==> config.mk <==
export PLATFORM = sky130hd
export DESIGN_NAME = vfm_max_imm
export DESIGN_NICKNAME = d
export VERILOG_FILES = /design/src/rtl/vfm_pkg.sv /design/src/rtl/vfm_lane_max.sv /design/src/rtl/vfm_width_slice.sv /design/src/rtl/vfm_max_imm.sv
export SDC_FILE = /design/constraint.sdc
export NUM_CORES = 1
export LEC_CHECK = 0
export BUFFER_PORTS_ARGS = -buffer_cell sky130_fd_sc_hd__buf_2
export CAP_MARGIN = 20
export CORE_MARGIN = 1
export CORE_UTILIZATION = 54
export DETAILED_ROUTE_END_ITERATION = 12
export GPL_ROUTABILITY_DRIVEN = 0
export HOLD_SLACK_MARGIN = 0.05
export PLACE_DENSITY = 0.82
export SETUP_SLACK_MARGIN = 0.4
export SLEW_MARGIN = 15
export SYNTH_ARGS = -nofsm -noshare
export SYNTH_HDL_FRONTEND = slang
export SYNTH_SLANG_ARGS = --single-unit
==> constraint.sdc <==
create_clock -name clk -period 1.2 [get_ports clk]
set_clock_uncertainty 0.05 [all_clocks]
set_input_delay 0 -clock clk [delete_from_list [all_inputs] [get_ports clk]]
set_output_delay 0 -clock clk [all_outputs]
set_load 0.02 [all_outputs]
==> src/rtl/vfm_pkg.sv <==
package vfm_pkg;

  typedef enum logic [1:0] {
    SZ_ILLEGAL = 2'b00,
    SZ_HALF    = 2'b01,
    SZ_SINGLE  = 2'b10,
    SZ_DOUBLE  = 2'b11
  } vfm_size_e;

  localparam int NUM_WIDTHS = 3;

  // exponent field width for an IEEE binary format of the given total width
  function automatic int exp_width(input int ew);
    case (ew)
      16:      return 5;
      32:      return 8;
      default: return 11;
    endcase
  endfunction

endpackage

==> src/rtl/vfm_lane_max.sv <==
module vfm_lane_max #(
  parameter int EW = 16
) (
  input  logic [EW-1:0] lane_i,
  input  logic          active_i,
  input  logic          imm_sel_i,
  input  logic          alt_nan_i,
  output logic [EW-1:0] lane_o,
  output logic          snan_o
);
  import vfm_pkg::*;

  localparam int E = exp_width(EW);
  localparam int M = EW - 1 - E;
  localparam logic [EW-1:0] ONE_VAL = {2'b00, {(E-1){1'b1}}, {M{1'b0}}};
  localparam logic [EW-1:0] QBIT    = {{(EW-M){1'b0}}, 1'b1, {(M-1){1'b0}}};

  logic [E-1:0]  exp_f;
  logic [M-1:0]  frac_f;
  logic          is_nan;
  logic          is_snan;
  logic [EW-1:0] imm_val;
  logic [EW-1:0] max_val;
  logic [EW-1:0] nan_val;

  always_comb begin
    exp_f   = lane_i[EW-2:M];
    frac_f  = lane_i[M-1:0];
    is_nan  = (&exp_f) && (|frac_f);
    is_snan = is_nan && !frac_f[M-1];
    imm_val = imm_sel_i ? ONE_VAL : '0;

    // constant is never negative: a set sign bit always loses,
    // otherwise magnitude order equals bit order
    if (lane_i[EW-1]) begin
      max_val = imm_val;
    end else if (lane_i[EW-2:0] > imm_val[EW-2:0]) begin
      max_val = lane_i;
    end else begin
      max_val = imm_val;
    end

    if (alt_nan_i) begin
      nan_val = imm_val;
    end else if (is_snan) begin
      nan_val = lane_i | QBIT;
    end else begin
      nan_val = lane_i;
    end

    if (!active_i) begin
      lane_o = lane_i;
    end else if (is_nan) begin
      lane_o = nan_val;
    end else begin
      lane_o = max_val;
    end

    snan_o = active_i && is_snan;
  end

endmodule

==> src/rtl/vfm_width_slice.sv <==
module vfm_width_slice #(
  parameter int VLEN = 128,
  parameter int EW   = 16
) (
  input  logic [VLEN-1:0]   vec_i,
  input  logic [VLEN/8-1:0] pred_i,
  input  logic              imm_sel_i,
  input  logic              alt_nan_i,
  output logic [VLEN-1:0]   vec_o,
  output logic              inv_o
);

  localparam int NUM_LANES      = VLEN / EW;
  localparam int BYTES_PER_LANE = EW / 8;

  logic [NUM_LANES-1:0] snan_hits;

  for (genvar g = 0; g < NUM_LANES; g++) begin : g_lane
    vfm_lane_max #(.EW(EW)) u_lane (
      .lane_i    (vec_i[g*EW +: EW]),
      .active_i  (pred_i[g*BYTES_PER_LANE]),
      .imm_sel_i (imm_sel_i),
      .alt_nan_i (alt_nan_i),
      .lane_o    (vec_o[g*EW +: EW]),
      .snan_o    (snan_hits[g])
    );
  end

  assign inv_o = |snan_hits;

endmodule

==> src/rtl/vfm_max_imm.sv <==
module vfm_max_imm #(
  parameter int VLEN = 128
) (
  input  logic              clk,
  input  logic              rst_n,
  input  logic              in_valid,
  input  logic [1:0]        size_code,
  input  logic              imm_sel,
  input  logic              alt_nan,
  input  logic [VLEN/8-1:0] pred_in,
  input  logic [VLEN-1:0]   vec_in,
  output logic              out_valid,
  output logic [VLEN-1:0]   vec_out,
  output logic              size_err,
  output logic              inv_sticky
);
  import vfm_pkg::*;

  logic [VLEN-1:0]       res_w [NUM_WIDTHS];
  logic [NUM_WIDTHS-1:0] inv_w;

  // one slice per legal width: index 0 -> 16 bit, 1 -> 32, 2 -> 64
  for (genvar w = 0; w < NUM_WIDTHS; w++) begin : g_width
    vfm_width_slice #(.VLEN(VLEN), .EW(16 << w)) u_slice (
      .vec_i     (vec_in),
      .pred_i    (pred_in),
      .imm_sel_i (imm_sel),
      .alt_nan_i (alt_nan),
      .vec_o     (res_w[w]),
      .inv_o     (inv_w[w])
    );
  end

  logic [VLEN-1:0] vec_nxt;
  logic            err_nxt;
  logic            inv_hit;
  logic            sticky_nxt;
  logic            data_en;

  always_comb begin
    case (vfm_size_e'(size_code))
      SZ_HALF: begin
        vec_nxt = res_w[0];
        inv_hit = inv_w[0];
        err_nxt = 1'b0;
      end
      SZ_SINGLE: begin
        vec_nxt = res_w[1];
        inv_hit = inv_w[1];
        err_nxt = 1'b0;
      end
      SZ_DOUBLE: begin
        vec_nxt = res_w[2];
        inv_hit = inv_w[2];
        err_nxt = 1'b0;
      end
      default: begin
        vec_nxt = vec_in;
        inv_hit = 1'b0;
        err_nxt = 1'b1;
      end
    endcase
    data_en    = in_valid;
    sticky_nxt = inv_sticky || (in_valid && inv_hit);
  end

  always_ff @(posedge clk or negedge rst_n) begin
    if (!rst_n) begin
      out_valid  <= 1'b0;
      inv_sticky <= 1'b0;
    end else begin
      out_valid  <= in_valid;
      inv_sticky <= sticky_nxt;
    end
  end

  always_ff @(posedge clk or negedge rst_n) begin
    if (!rst_n) begin
      vec_out  <= '0;
      size_err <= 1'b0;
    end else if (data_en) begin
      vec_out  <= vec_nxt;
      size_err <= err_nxt;
    end
  end

endmodule

==> flow_metrics.env, run 1 <==
export IMPL_syn_nets=1389
export IMPL_synth_edff_count=0
export IMPL_place_hpwl_um=33400
export IMPL_die_y_um=138
export IMPL_synth_main_ff_cell="dfrtp_1"
export IMPL_synth_seq_cells=131
export IMPL_syn_area_per_cell_um2=8.39
export IMPL_async_flop_share=1.00
export IMPL_postCtsSetupBuffers=57
export IMPL_synth_top_family_by_area="compound AO/OA/AOI/OAI gates"
export IMPL_rows=49
export IMPL_clock_sinks=131
export IMPL_synth_simple_area_share=0.242
export IMPL_post_synth_top_count_cell="nor2_1"
export IMPL_htree_num_levels=4
export IMPL_yosysSeqAreaShare=0.330
export IMPL_die_w_um=138
export IMPL_stop_stage="clock tree synthesis"
export IMPL_synthDistinctLibCells=82
export IMPL_clock_path_buffers=2
export IMPL_ys_warn_count=0
export IMPL_cts_resized=396
export IMPL_status="did not finish"
export IMPL_synth_compound_area_frac=0.253
export IMPL_ios=282
export IMPL_synth_xor_area_share=0
export IMPL_netlist_instances=1182
export IMPL_ctsHoldBuffers=92
export IMPL_synth_top_area_share=0.330
export IMPL_netlist_area_um2=9920
export IMPL_error="[ERROR DPL-0038] Utilization greater than 100%, impossible to legalize"
export IMPL_synth_top_area_cell="dfrtp_1"
export IMPL_synth_common_cells="nor2_1, dfrtp_1, nand2_1"
export IMPL_cts_root_buf="clkbuf_16"
export IMPL_synth_adder_area_share=0.0706
export IMPL_initial_core_util=0.552
export IMPL_synthTopCellsByArea="dfrtp_1, ha_1, mux2i_1"
export IMPL_io_buffers=273
export IMPL_cts_buffers=17
export IMPL_muxShareOfSynthArea=0.0679
## kinds of logic after synthesis
kind of cell               Yosys count
AOI/OAI and AO/OA                  358
adders and majority gates           56
muxes                               67
buffers and inverters               96
DFF                                131
and+or+nand+nor                    474
## stage by stage
step	setup WS [ns]	area, um2	setup TNS (ns)	std cells
2_1_floorplan	-1.27	10400	-149.36	1182
3_3_place_gp	-1.55	14700	-174.59	2022
3_5_place_dp	-1.66	14700	-185.75	2022
==> run 2: changes to the inputs <==
Settings changed: CORE_UTILIZATION 54 to 40, HOLD_SLACK_MARGIN 0.05 to default, PLACE_DENSITY 0.82 to default, PLACE_DENSITY_LB_ADDON from default to 0.15, SETUP_SLACK_MARGIN 0.4 to default.
==> run 2 against run 1 <==
  * The flow now finishes, with violations (hold timing, setup timing)
  * Synthesized area unchanged
  * Synthesized cell count unchanged
==> flow_metrics.env, run 2 <==
export IMPL_status="complete, but fails checks"
export IMPL_violations="hold timing, setup timing"
export IMPL_dpl_cell_count=2121
export IMPL_drv_cap=0
export IMPL_mostFrequentLayoutCells="buf_4, buf_2, nor2_1, dfrtp_1, dlygate4sd3_1"
export IMPL_post_route_period_util=1.94
export IMPL_via_per_inst=5.94
export IMPL_place_hpwl_um=32800
export IMPL_synth_xor_area_share=0
export IMPL_clkLatencyLatePin_ns=0.43
export IMPL_die_y_um=159
export IMPL_drcViolationCount=0
export IMPL_vias=13761
export IMPL_largest_reg_flops=128
export IMPL_drt_iter0_drc=1422
export IMPL_synthTopCellsByArea="dfrtp_1, ha_1, mux2i_1"
export IMPL_min_path_type="input pin to asynchronous set/reset pin"
export IMPL_critical_path_required_ns=1.52
export IMPL_path_class="input pin to flop"
export IMPL_area_growth_pct=86.6
export IMPL_core_area_um2=24300
export IMPL_worst_path_largest_cell_delay_ns=0.54
export IMPL_synth_top_family_by_area="compound AO/OA/AOI/OAI gates"
export IMPL_yosysSeqAreaShare=0.330
export IMPL_syn_nets=1389
export IMPL_muxShareOfSynthArea=0.0679
export IMPL_drive_above_1_share=0.482
export IMPL_max_slew_worst_pin_slew_ns=0.728
export IMPL_path_buf_inv=4
export IMPL_firstDrtPassIters=5
export IMPL_synth_compound_area_frac=0.253
export IMPL_synth_main_ff_cell="dfrtp_1"
export IMPL_rows=57
export IMPL_p_per_area_nw_per_um2=938
export IMPL_ios=282
export IMPL_ys_warn_count=0
export IMPL_clock_fmax_ghz=0.428
export IMPL_period_minus_slack_ns=2.33
export IMPL_synth_simple_area_share=0.242
export IMPL_synth_edff_count=0
export IMPL_synth_adder_area_share=0.0706
export IMPL_antenna_left=0
export IMPL_worstPathCellList="buf_6 -> or4_4 -> nand4b_4 -> or3_4 -> o21ai_4 -> buf_6 -> buf_12 -> a311oi_4 -> o311a_4 -> a21boi_4 -> buf_12 -> a211oi_2"
export IMPL_drv_slew=0
export IMPL_power_leakage_nw=8.75
export IMPL_io_buffers=273
export IMPL_antenna_found_initial=0
export IMPL_async_flop_share=1.00
export IMPL_clock_path_buffers=2
export IMPL_multi_input_area_um2=7760
export IMPL_netlist_instances=1182
export IMPL_hold_slack_ns=-0.0236
export IMPL_syn_area_per_cell_um2=8.39
export IMPL_regMostFlops="vec_out"
export IMPL_cts_root_buf="clkbuf_16"
export IMPL_cp_end_kind="flop"
export IMPL_grt_first_pass_wirelength_um=73800
export IMPL_final_core_util=0.761
export IMPL_grt_max_degree=52
export IMPL_max_slew_margin=0.509
export IMPL_final_seq_area_um2=3280
export IMPL_num_fill_cells=1657
export IMPL_cts_tree="built"
export IMPL_crit_slowest_cell="or4_4"
export IMPL_finalSetupViolations=129
export IMPL_rsz0062_at_grt="yes"
export IMPL_total_power_mw=17.4
export IMPL_cp_max_fo=10
export IMPL_layout_commonest_cell="buf_4"
export IMPL_netlist_area_um2=9920
export IMPL_initial_core_util=0.408
export IMPL_wl_um=48900
export IMPL_die_area_um2=25400
export IMPL_clkTransAtPathRegs_ns=0.08
export IMPL_final_setup_tns_ns=-121.56
export IMPL_wl_per_cell_um=21.1
export IMPL_synth_common_cells="nor2_1, dfrtp_1, nand2_1"
export IMPL_worstPathArrival_ns=2.65
export IMPL_finalHoldViolCount=25
export IMPL_die_w_um=159
export IMPL_fin_cells=2316
export IMPL_grt_overflow_total=0
export IMPL_cts_buffers=17
export IMPL_grt_use_total=0.366
export IMPL_synth_top_area_share=0.330
export IMPL_setup_slack_ns=-1.13
export IMPL_synthDistinctLibCells=82
export IMPL_post_synth_top_count_cell="nor2_1"
export IMPL_critPathTopFamily="simple AND/OR/NAND/NOR gates"
export IMPL_synth_top_area_cell="dfrtp_1"
export IMPL_first_global_vias=13545
export IMPL_cp_start_kind="input pin"
export IMPL_clock_sinks=131
export IMPL_peakVddDrop_mv=0.876
export IMPL_synth_seq_cells=131
export IMPL_fin_nets=2185
export IMPL_rr_startpoint="vec_out[29]$_DFFE_PN0P_"
export IMPL_cp_startpoint="vec_in[36]"
export IMPL_htree_num_levels=4
run 2: cell counts after synthesis:
No cell type changed its count.
run 2: kinds of logic after synthesis:
| kind of cell | count (synthesis) |
|---|---|
| compound gates | 358 |
| mux | 67 |
| buf+inv | 96 |
| simple gates | 474 |
| flops | 131 |
| fa+ha+maj | 56 |
run 2: routing by layer:
metal,vias to the layer above,share of wire,global-route usage
li1,6109,-,-
met1,6630,0.40,0.476
met2,824,0.46,0.588
met3,198,0.10,0.0977
met4,0,0.044,0.122
met5,-,0,0
run 2: final cells by class:
type | instances | area share
Sequential cell | 131 | 0.177
Timing Repair Buffer | 827 | 0.340
Clock inverter | 14 | 0.00899
Clock buffer | 18 | 0.0232
Inverter | 46 | 0.0102
Multi-Input combinational cell | 955 | 0.419
Tap cell | 324 | 0.0219
Antenna cell | 1 | 0.000135
run 2: repair_timing:
item	CTS	global route
gates resized for setup	209	84
buffers inserted	33	28
pin swaps	119	68
setup endpoints to repair	129	129
endpoints found under the hold margin	236	0
gates cloned	3	1
hold buffers	107	0
run 2: path summary, 6_finish.rpt:
kind	end	slack, ns	depth (start not counted)
setup / recovery	vec_out[9]$_DFFE_PN0P_	-1.13	12
hold / removal	vec_out[27]$_DFFE_PN0P_	-0.02	2
setup reg to reg	vec_out[29]$_DFFE_PN0P_	-0.04	4
hold reg to reg	vec_out[105]$_DFFE_PN0P_	0.44	1
max in group asynchronous	vec_out[87]$_DFFE_PN0P_	0.50	3
min in group clk	vec_out[10]$_DFFE_PN0P_	-0.01	4
run 2: stage by stage:
step,area (um2),hold slack [ns],setup slack (ns)
floorplan,10300,-0.346,-1.27
global placement,14900,-0.139,-1.49
detailed placement,14900,-0.137,-1.58
CTS,17900,-0.00625,-0.950
global route,18500,0.0115,-1.16
finish,18500,-0.0236,-1.13
run 2: power breakdown:
| part | total, mW | internal [mW] | switching (mW) |
|---|---|---|---|
| registers | 5.32 | 4.96 | 0.362 |
| logic | 6.47 | 2.94 | 3.53 |
| clock network | 5.58 | 3.14 | 2.44 |
No activity file was read; power rests on OpenSTA's default activity.
==> run 3: changes to the inputs <==
Clock period 1.2 ns to 2.05 ns, I/O delays scaled along.
==> run 3 against run 2 <==
  * Highest routed layer unchanged
  * Critical path depth down 1
  * First-iteration DRC count down 29%
  * Total power down 43%
  * Sequential share of layout area up 1.3 points
  * Final cell count down 3.6%
  * Critical endpoint is now vec_out[55]$_DFFE_PN0P_
  * Worst hold slack better by 0.034 ns
  * Register-to-register slack better by 0.89 ns
  * Combinational power down 46%
  * Wire length down 7.1%
  * The run ends with setup timing left
  * Final area down 6.7%
  * Sequential cell count unchanged
  * Utilization down 5.1 points
==> flow_metrics.env, run 3 (same netlist as run 2, synthesis figures left out) <==
export IMPL_status="complete, but fails checks"
export IMPL_violations="setup timing"
export IMPL_drcViolationCount=0
export IMPL_rows=57
export IMPL_via_per_inst=5.85
export IMPL_cp_start_kind="input pin"
export IMPL_pre_cts_ws_ns=-0.704
export IMPL_clkPwrFrac=0.329
export IMPL_regMostFlops="vec_out"
export IMPL_die_area_um2=25400
export IMPL_core_area_um2=24300
export IMPL_die_w_um=159
export IMPL_die_y_um=159
export IMPL_ios=282
export IMPL_period_minus_slack_ns=2.15
export IMPL_cp_startpoint="vec_in[36]"
export IMPL_drive_above_1_share=0.443
export IMPL_rr_startpoint="vec_out[29]$_DFFE_PN0P_"
export IMPL_combPwrFrac=0.354
export IMPL_min_path_type="input pin to asynchronous set/reset pin"
export IMPL_seq_power_share=0.317
export IMPL_cts_buffers=17
export IMPL_finalSetupViolations=76
export IMPL_worstPathArrival_ns=2.45
export IMPL_worstPathCellList="buf_6 -> or4_4 -> nand4b_4 -> or3_4 -> o21a_4 -> buf_6 -> a211o_1 -> buf_4 -> buf_4 -> a21boi_0 -> o211ai_1"
export IMPL_clock_sinks=131
export IMPL_cts_root_buf="clkbuf_16"
export IMPL_cts_tree="built"
export IMPL_place_hpwl_um=31900
export IMPL_fin_nets=2100
export IMPL_max_slew_worst_pin_slew_ns=0.509
export IMPL_antenna_found_initial=2
export IMPL_grt_max_degree=43
export IMPL_power_share_switching=0.363
export IMPL_rsz0062_at_grt="yes"
export IMPL_setup_slack_ns=-0.101
export IMPL_final_core_util=0.710
export IMPL_drv_slew=0
export IMPL_largest_reg_flops=128
export IMPL_critical_path_required_ns=2.35
export IMPL_finalHoldViolCount=0
export IMPL_switchingPower_mw=3.57
export IMPL_clkTransAtPathRegs_ns=0.07
export IMPL_io_buffers=273
export IMPL_cp_end_kind="flop"
export IMPL_initial_core_util=0.408
export IMPL_p_per_area_nw_per_um2=570
export IMPL_antenna_left=0
export IMPL_clock_path_buffers=2
export IMPL_htree_num_levels=4
export IMPL_vias=13050
export IMPL_max_slew_margin=0.658
export IMPL_drt_iter0_drc=1015
export IMPL_peakVddDrop_mv=0.532
export IMPL_firstDrtPassIters=5
export IMPL_first_global_vias=12719
export IMPL_grt_overflow_total=0
export IMPL_wl_per_cell_um=20.3
export IMPL_path_class="input pin to flop"
export IMPL_grt_use_total=0.347
export IMPL_grt_first_pass_wirelength_um=69500
export IMPL_mostFrequentLayoutCells="buf_4, buf_2, nor2_1, dfrtp_1, dlygate4sd3_1"
export IMPL_r2r_slack_ns=0.85
export IMPL_power_leakage_nw=8.22
export IMPL_crit_end="vec_out[55]$_DFFE_PN0P_"
export IMPL_wl_um=45400
export IMPL_reg2reg_depth=3
export IMPL_drv_cap=0
export IMPL_layout_commonest_cell="buf_4"
export IMPL_clock_fmax_ghz=0.465
export IMPL_crit_slowest_cell="or4_4"
export IMPL_clkLatencyLatePin_ns=0.43
export IMPL_post_route_period_util=1.05
export IMPL_cp_max_fo=6
export IMPL_worst_path_largest_cell_delay_ns=0.54
export IMPL_area_growth_pct=74.1
export IMPL_timing_rr_end="vec_out[29]$_DFFE_PN0P_"
export IMPL_intPower_mw=6.27
[run 3: cell types whose count changed in the layout (fill, tap and decap cells not counted), sizes merged]
cell | before | now
clkinvlp | 3 | 1
diode | 1 | 2
o211a | 5 | 6
a21boi | 7 | 8
clkinv | 1 | 5
dlygate4sd3 | 107 | 111
clkbuf | 19 | 17
bufbuf | 1 | 0
buf | 718 | 629
inv | 54 | 53
[run 3: cell type report]
class,instances,area (um2)
Clock buffer,17,425
Fill cell,1874,7050
Sequential cell,131,3280
Clock inverter,15,170
Inverter,46,189
Tap cell,324,405
Multi-Input combinational cell,957,7410
Antenna cell,2,5.00
Timing Repair Buffer,740,5380
[run 3: worst min path at each step]
stage / startpoint / to / slack [ns]
finish: rst_n / vec_out[54]$_DFFE_PN0P_ / 0.01
global route: vec_in[9] / vec_out[9]$_DFFE_PN0P_ / 0.02
CTS: vec_in[9] / vec_out[9]$_DFFE_PN0P_ / 0.0001
detailed placement: rst_n / vec_out[28]$_DFFE_PN0P_ / -0.1
global placement: rst_n / vec_out[28]$_DFFE_PN0P_ / -0.1
floorplan: rst_n / inv_sticky$_DFF_PN0_ / -0.35
[run 3: metal layers]
metal  wire length (um)  share of wire  track usage
met5                  0              0            0
met1              19000           0.42        0.462
met3               3680          0.081       0.0591
met2              21300           0.47        0.563
met4               1380          0.030        0.129
[run 3: worst max-delay path: cells and delay by family]
kind                   cells  cell delay, ns
buffers and inverters      4            0.50
AOI/OAI and AO/OA          4            0.79
and+or+nand+nor            3            1.15
[run 3: repair_timing]
| action | CTS | global route |
|---|---|---|
| resized for setup | 79 | 120 |
| pin swaps | 53 | 49 |
| setup buffers | 12 | 13 |
| gates cloned | 3 | 0 |
| hold buffers | 111 | 0 |
| endpoints found under the hold margin | 239 | 0 |
| endpoints found under the setup margin | 108 | 125 |
[run 3: power groups by stage]
stage / clock network (mW) / logic (mW) / registers [mW]
after global placement: 0 / 2.89 / 3.14
after CTS: 3.24 / 3.24 / 3.11
after global routing: 3.36 / 3.72 / 3.14
after floorplan: 0 / 1.11 / 3.51
after detailed placement: 0 / 2.94 / 3.14
final: 3.24 / 3.49 / 3.12
[run 3: through the flow]
| stage | setup TNS [ns] | area, um2 | total power [mW] | hold slack, ns | std cells |
|---|---|---|---|---|---|
| after floorplan | -40.25 | 10300 | 4.63 | -0.346 | 1182 |
| after global placement | -65.31 | 14400 | 6.03 | -0.0968 | 2060 |
| after detailed placement | -70.26 | 14400 | 6.08 | -0.0956 | 2060 |
| after CTS | -2.51 | 16600 | 9.59 | 0.0000975 | 2218 |
| after global routing | -10.10 | 17300 | 10.2 | 0.0200 | 2232 |
| final | -3.69 | 17300 | 9.84 | 0.0105 | 2232 |
